[src/rtl/eca_pkg.sv]
package eca_pkg;
  typedef struct packed {
    logic loadSeed;
    logic step;
  } eca_strobe_t;

  localparam logic [7:0] RULE_PRESET_A = 8'd30;
  localparam logic [7:0] RULE_PRESET_B = 8'd150;
endpackage

[src/rtl/eca_ctrl.sv]
module eca_ctrl
  import eca_pkg::*;
#(
  parameter int GEN_W = 8
) (
  input  logic             clk,
  input  logic             rst_n,
  input  logic             start,
  input  logic [GEN_W-1:0] genCount,
  output eca_strobe_t      strobe,
  output logic             rowValid,
  output logic             done
);
  typedef enum logic {ST_IDLE, ST_RUN} state_t;

  state_t           state;
  logic [GEN_W-1:0] genIdx;
  logic [GEN_W-1:0] genTarget;

  always_comb begin
    strobe.loadSeed = (state == ST_IDLE) && start;
    strobe.step     = (state == ST_RUN) && (genIdx != genTarget);
  end

  always_ff @(posedge clk) begin
    if (!rst_n) begin
      state     <= ST_IDLE;
      genIdx    <= '0;
      genTarget <= '0;
      rowValid  <= 1'b0;
      done      <= 1'b0;
    end else if (strobe.loadSeed) begin
      state     <= ST_RUN;
      genIdx    <= '0;
      genTarget <= genCount;
      rowValid  <= 1'b1;
      done      <= 1'b0;
    end else if (strobe.step) begin
      genIdx    <= genIdx + 1'b1;
      rowValid  <= 1'b1;
    end else if (state == ST_RUN) begin
      state     <= ST_IDLE;
      rowValid  <= 1'b0;
      done      <= 1'b1;
    end
  end

  assert_valid_after_start_R2: assert property (@(posedge clk) disable iff (!rst_n)
    strobe.loadSeed |=> (rowValid && !done));

  assert_no_overrun_R6: assert property (@(posedge clk) disable iff (!rst_n)
    (state == ST_RUN) |-> (genIdx <= genTarget));

  assert_done_exclusive_R7: assert property (@(posedge clk) disable iff (!rst_n)
    !(done && rowValid));

  assert_start_ignored_R8: assert property (@(posedge clk) disable iff (!rst_n)
    (state == ST_RUN && start) |=> $stable(genTarget));
endmodule

[src/rtl/eca_datapath.sv]
module eca_datapath
  import eca_pkg::*;
#(
  parameter int WIDTH = 129
) (
  input  logic             clk,
  input  logic             rst_n,
  input  eca_strobe_t      strobe,
  input  logic [1:0]       ruleSel,
  input  logic [7:0]       ruleCustom,
  output logic [WIDTH-1:0] rowData
);
  localparam int SEED_IDX = WIDTH / 2;
  localparam logic [WIDTH-1:0] SEED_ROW = {{(WIDTH-1){1'b0}}, 1'b1} << SEED_IDX;

  logic [WIDTH-1:0] rowReg;
  logic [7:0]       ruleReg;
  logic [7:0]       ruleChosen;
  logic [WIDTH+1:0] padded;
  logic [WIDTH-1:0] nextRow;

  always_comb begin
    unique case (ruleSel)
      2'b00:   ruleChosen = RULE_PRESET_A;
      2'b01:   ruleChosen = RULE_PRESET_B;
      default: ruleChosen = ruleCustom;
    endcase
  end

  assign padded = {1'b0, rowReg, 1'b0};

  for (genvar gi = 0; gi < WIDTH; gi++) begin : g_cell
    assign nextRow[gi] = ruleReg[padded[gi+2:gi]];
  end

  always_ff @(posedge clk) begin
    if (!rst_n) begin
      rowReg  <= '0;
      ruleReg <= '0;
    end else if (strobe.loadSeed) begin
      rowReg  <= SEED_ROW;
      ruleReg <= ruleChosen;
    end else if (strobe.step) begin
      rowReg  <= nextRow;
    end
  end

  assign rowData = rowReg;

  assert_seed_single_R2: assert property (@(posedge clk) disable iff (!rst_n)
    strobe.loadSeed |=> ($countones(rowData) == 1 && rowData[SEED_IDX]));

  assert_rule_held_R8: assert property (@(posedge clk) disable iff (!rst_n)
    !strobe.loadSeed |=> $stable(ruleReg));

  assert_row_hold_R6: assert property (@(posedge clk) disable iff (!rst_n)
    (!strobe.loadSeed && !strobe.step) |=> $stable(rowData));
endmodule

[src/rtl/eca_engine.sv]
module eca_engine
  import eca_pkg::*;
#(
  parameter int WIDTH = 129,
  parameter int GEN_W = 8
) (
  input  logic             clk,
  input  logic             rst_n,
  input  logic             start,
  input  logic [1:0]       ruleSel,
  input  logic [7:0]       ruleCustom,
  input  logic [GEN_W-1:0] genCount,
  output logic [WIDTH-1:0] rowData,
  output logic             rowValid,
  output logic             done
);
  eca_strobe_t strobe;

  eca_ctrl #(.GEN_W(GEN_W)) u_ctrl (
    .clk      (clk),
    .rst_n    (rst_n),
    .start    (start),
    .genCount (genCount),
    .strobe   (strobe),
    .rowValid (rowValid),
    .done     (done)
  );

  eca_datapath #(.WIDTH(WIDTH)) u_datapath (
    .clk        (clk),
    .rst_n      (rst_n),
    .strobe     (strobe),
    .ruleSel    (ruleSel),
    .ruleCustom (ruleCustom),
    .rowData    (rowData)
  );
endmodule

[config.mk]
export PLATFORM = sky130hd
export DESIGN_NAME = eca_engine
export DESIGN_NICKNAME = d
export VERILOG_FILES = /design/src/rtl/eca_pkg.sv /design/src/rtl/eca_ctrl.sv /design/src/rtl/eca_datapath.sv /design/src/rtl/eca_engine.sv
export SDC_FILE = /design/constraint.sdc
export NUM_CORES = 1
export LEC_CHECK = 0
export ABC_AREA = 1
export BUFFER_PORTS_ARGS = -buffer_cell sky130_fd_sc_hd__buf_2
export CORE_MARGIN = 8
export CORE_UTILIZATION = 40
export CTS_CLUSTER_DIAMETER = 120
export DETAILED_ROUTE_END_ITERATION = 10
export PLACE_DENSITY = 0.69
export SLEW_MARGIN = 30
export SYNTH_ARGS = -nofsm -noshare
export SYNTH_HDL_FRONTEND = slang
export SYNTH_SLANG_ARGS = --single-unit
[constraint.sdc]
create_clock -name clk -period 2.78 [get_ports clk]
set_input_delay 0.556 -clock clk [delete_from_list [all_inputs] [get_ports clk]]
set_output_delay 0.556 -clock clk [all_outputs]
set_load 0.005 [all_outputs]
==> flow_metrics.py <==
metrics = {
    "run_status": {
        "status": "finished clean",
    },
    "drt": {
        "drc_errors": 0,
        "wl_per_cell_um": 15.5,
        "drt_first_iter_violations": 1639,
        "via_per_inst": 5.66,
        "drt_wl_total_um": 47200,
        "vias": 17200,
        "antenna_left": 0,
        "firstDrtPassIters": 6,
    },
    "grt": {
        "grt_pass1_vias": 15500,
        "grt_max_degree": 118,
        "antenna_found_initial": 0,
        "grt_usage": 0.221,
        "grt_pass1_wl_um": 77600,
        "overflow": 0,
    },
    "yosys": {
        "ys_ff_latch": 156,
        "ys_seq_area_frac": 0.222,
        "avgSynthCellArea_um2": 5.54,
        "synthesis.area_um2": 14100,
        "yosysWarnings": 0,
        "syn_nets": 2562,
        "synth_cells": 2540,
        "ys_types": 27,
    },
    "floorplanning": {
        "core_um2": 34600,
        "num_rows": 68,
        "die_h_um": 204,
        "die_area_um2": 41400,
        "io_pins": 152,
        "fp.dieW_um": 204,
        "start_util": 0.406,
    },
    "critical_path": {
        "start_kind": "flip-flop",
        "critical_path_class": "reg -> reg",
        "crit_path_max_incr_delay_ns": 0.43,
        "critical_path.endpoint_type": "flip-flop",
        "path_cells": "xnor2_1 -> nand2_1 -> nor2_1 -> nand2_4 -> nand2_8 -> buf_12 -> nand2_1 -> nand2_1 -> nor2_1",
        "reg2reg_slack_ns": 0.69,
        "cp_max_fo": 115,
        "slowest_stage": "dfxtp_1",
        "required_ns": 3.12,
        "cpMostUsedCell": "nand2_1",
        "crit_arrival_ns": 2.43,
    },
    "clock_network": {
        "cts_buffers": 17,
        "clock-sinks": 156,
        "cts_setup_buffers": 0,
        "cts-resized-gates": 0,
        "cts_hold_buf": 0,
        "clkTransAtPathRegs_ns": 0.07,
        "htreeDepth": 4,
        "tritoncts": "built",
        "cts_root_buf": "clkbuf_16",
        "cts_max_path_buffers": 2,
        "insertion_delay_ns": 0.45,
    },
    "pwr": {
        "power.total_w": 0.00780,
        "power.density_nw_per_um2": 501,
        "leakagePower_nw": 7.77,
        "max-vdd-ir-drop_mv": 0.476,
    },
    "min_path": {
        "min_path_type": "in -> reg",
    },
    "placement": {
        "place_area_um2": 15000,
        "dp_hpwl_um": 29200,
        "gp_congestion": 0.854,
        "numPortBuffers": 151,
    },
    "finish": {
        "nFillCells": 3665,
        "area_growth_pct": 10.8,
        "final-seq-area_um2": 3140,
        "design_area_um2": 15600,
        "layout-drive-gt1-share": 0.0877,
        "antennaDiodeCount": 0,
        "multi_input_area_um2": 9660,
        "finalNetCount": 2596,
    },
    "sta": {
        "grt_setup_unrepaired": "no",
        "hold_violations": 0,
        "post-route-min-period_ns": 2.09,
        "fin_worst_skew_ns": 0.0131,
        "final.setup.tns_ns": 0,
        "relSlewSlack": 0.456,
        "fmax_mhz": 478,
        "slew_viol_final": 0,
        "period_share": 0.753,
        "tightest_slew_ns": 0.815,
        "setup_viol": 0,
    },
    "run": {
        "drv_cap": 0,
    },
}
==> layout by cell type (no fill, tap or decap), drive strengths merged <==
master	n
o21ai	118
buf	180
nand3	176
o22ai	1
clkbuf	18
xnor2	5
nand2	1054
a22o	5
clkinvlp	4
inv	156
bufinv	1
clkinv	5
dfxtp	156
xor2	4
nand3b	3
a221oi	1
or2	1
o211ai	347
a21oi	74
ha	1
nor2	277
==> logic make-up after synthesis <==
kind of cell,Yosys count,synth area share
simple gates,1511,0.422
xor+xnor,9,0.00560
buf+inv,317,0.0921
compound gates,546,0.258
fa+ha+maj,1,0.000889
flops,156,0.222
==> routing by layer <==
metal / vias up / routed length, µm / global-route usage
met3: 84 / 4350 / 0.0468
li1: 8598 / - / -
met1: 7764 / 20800 / 0.294
met2: 757 / 20900 / 0.346
met5: - / 0 / 0
met4: 0 / 1160 / 0.0847
==> final cells by class <==
class,count,area share
multi-input combinational,2067,0.620
sequential,156,0.202
timing repair buffer,180,0.0681
inverter,152,0.0366
tap,455,0.0365
clock buffer,18,0.0289
clock inverter,14,0.00843
==> flip-flops by register name (all words and copies together), names as in the netlist <==
name and flops:
u_ctrl.done 1, u_ctrl.genIdx 8, u_ctrl.genTarget 8, u_ctrl.rowValid 1, u_ctrl.state 1, u_datapath.rowData 129, u_datapath.ruleReg 8
==> critical path, delay by kind of cell, from the launching register on <==
family	cells	cell delay [ns]
XOR/XNOR	1	0.15
buffers and inverters	1	0.37
flip-flops	1	0.43
AND/OR/NAND/NOR	7	0.90
==> worst paths after layout <==
check,endpoint,start,cells after the start
hold reg to reg,u_ctrl.done,u_ctrl.done,2
setup reg to reg,u_datapath.rowData[127],u_ctrl.genIdx[2],9
setup / recovery,u_datapath.rowData[127],u_ctrl.genIdx[2],9
hold / removal,u_ctrl.genTarget[4],genCount[4],3
==> cell usage after synthesis, drive strengths merged <==
cell type	instances	share of area
a21oi	74	0.026
a221oi	1	0.00062
a22o	5	0.0031
buf	73	0.027
clkbuf	92	0.025
clkinv	2	0.00053
dfxtp	156	0.22
ha	1	0.00089
inv	150	0.040
nand2	1054	0.28
nand3	176	0.063
nand3b	3	0.0016
nor2	277	0.075
o211ai	347	0.19
o21ai	118	0.042
o22ai	1	0.00045
or2	1	0.00045
xnor2	5	0.0031
xor2	4	0.0025
==> through the flow <==
| stage | hold WS, ns | utilization | cells | setup slack [ns] |
|---|---|---|---|---|
| 6_report | 0.308 | 0.450 | 3042 | 0.686 |
| 5_1_grt | 0.324 | 0.450 | 3042 | 0.479 |
| 4_1_cts | 0.290 | 0.450 | 3042 | 0.740 |
| 3_5_place_dp | 0.456 | 0.433 | 3010 | 0.765 |
| 3_3_place_gp | 0.445 | 0.433 | 3010 | 0.796 |
| 2_1_floorplan | 0.447 | - | 2540 | 1.27 |
==> power breakdown <==
group          switching, W  internal (W)
registers          0.000375       0.00240
clock network       0.00109       0.00130
logic               0.00175      0.000886
total               0.00321       0.00459
(Power assumes the default switching activity.)
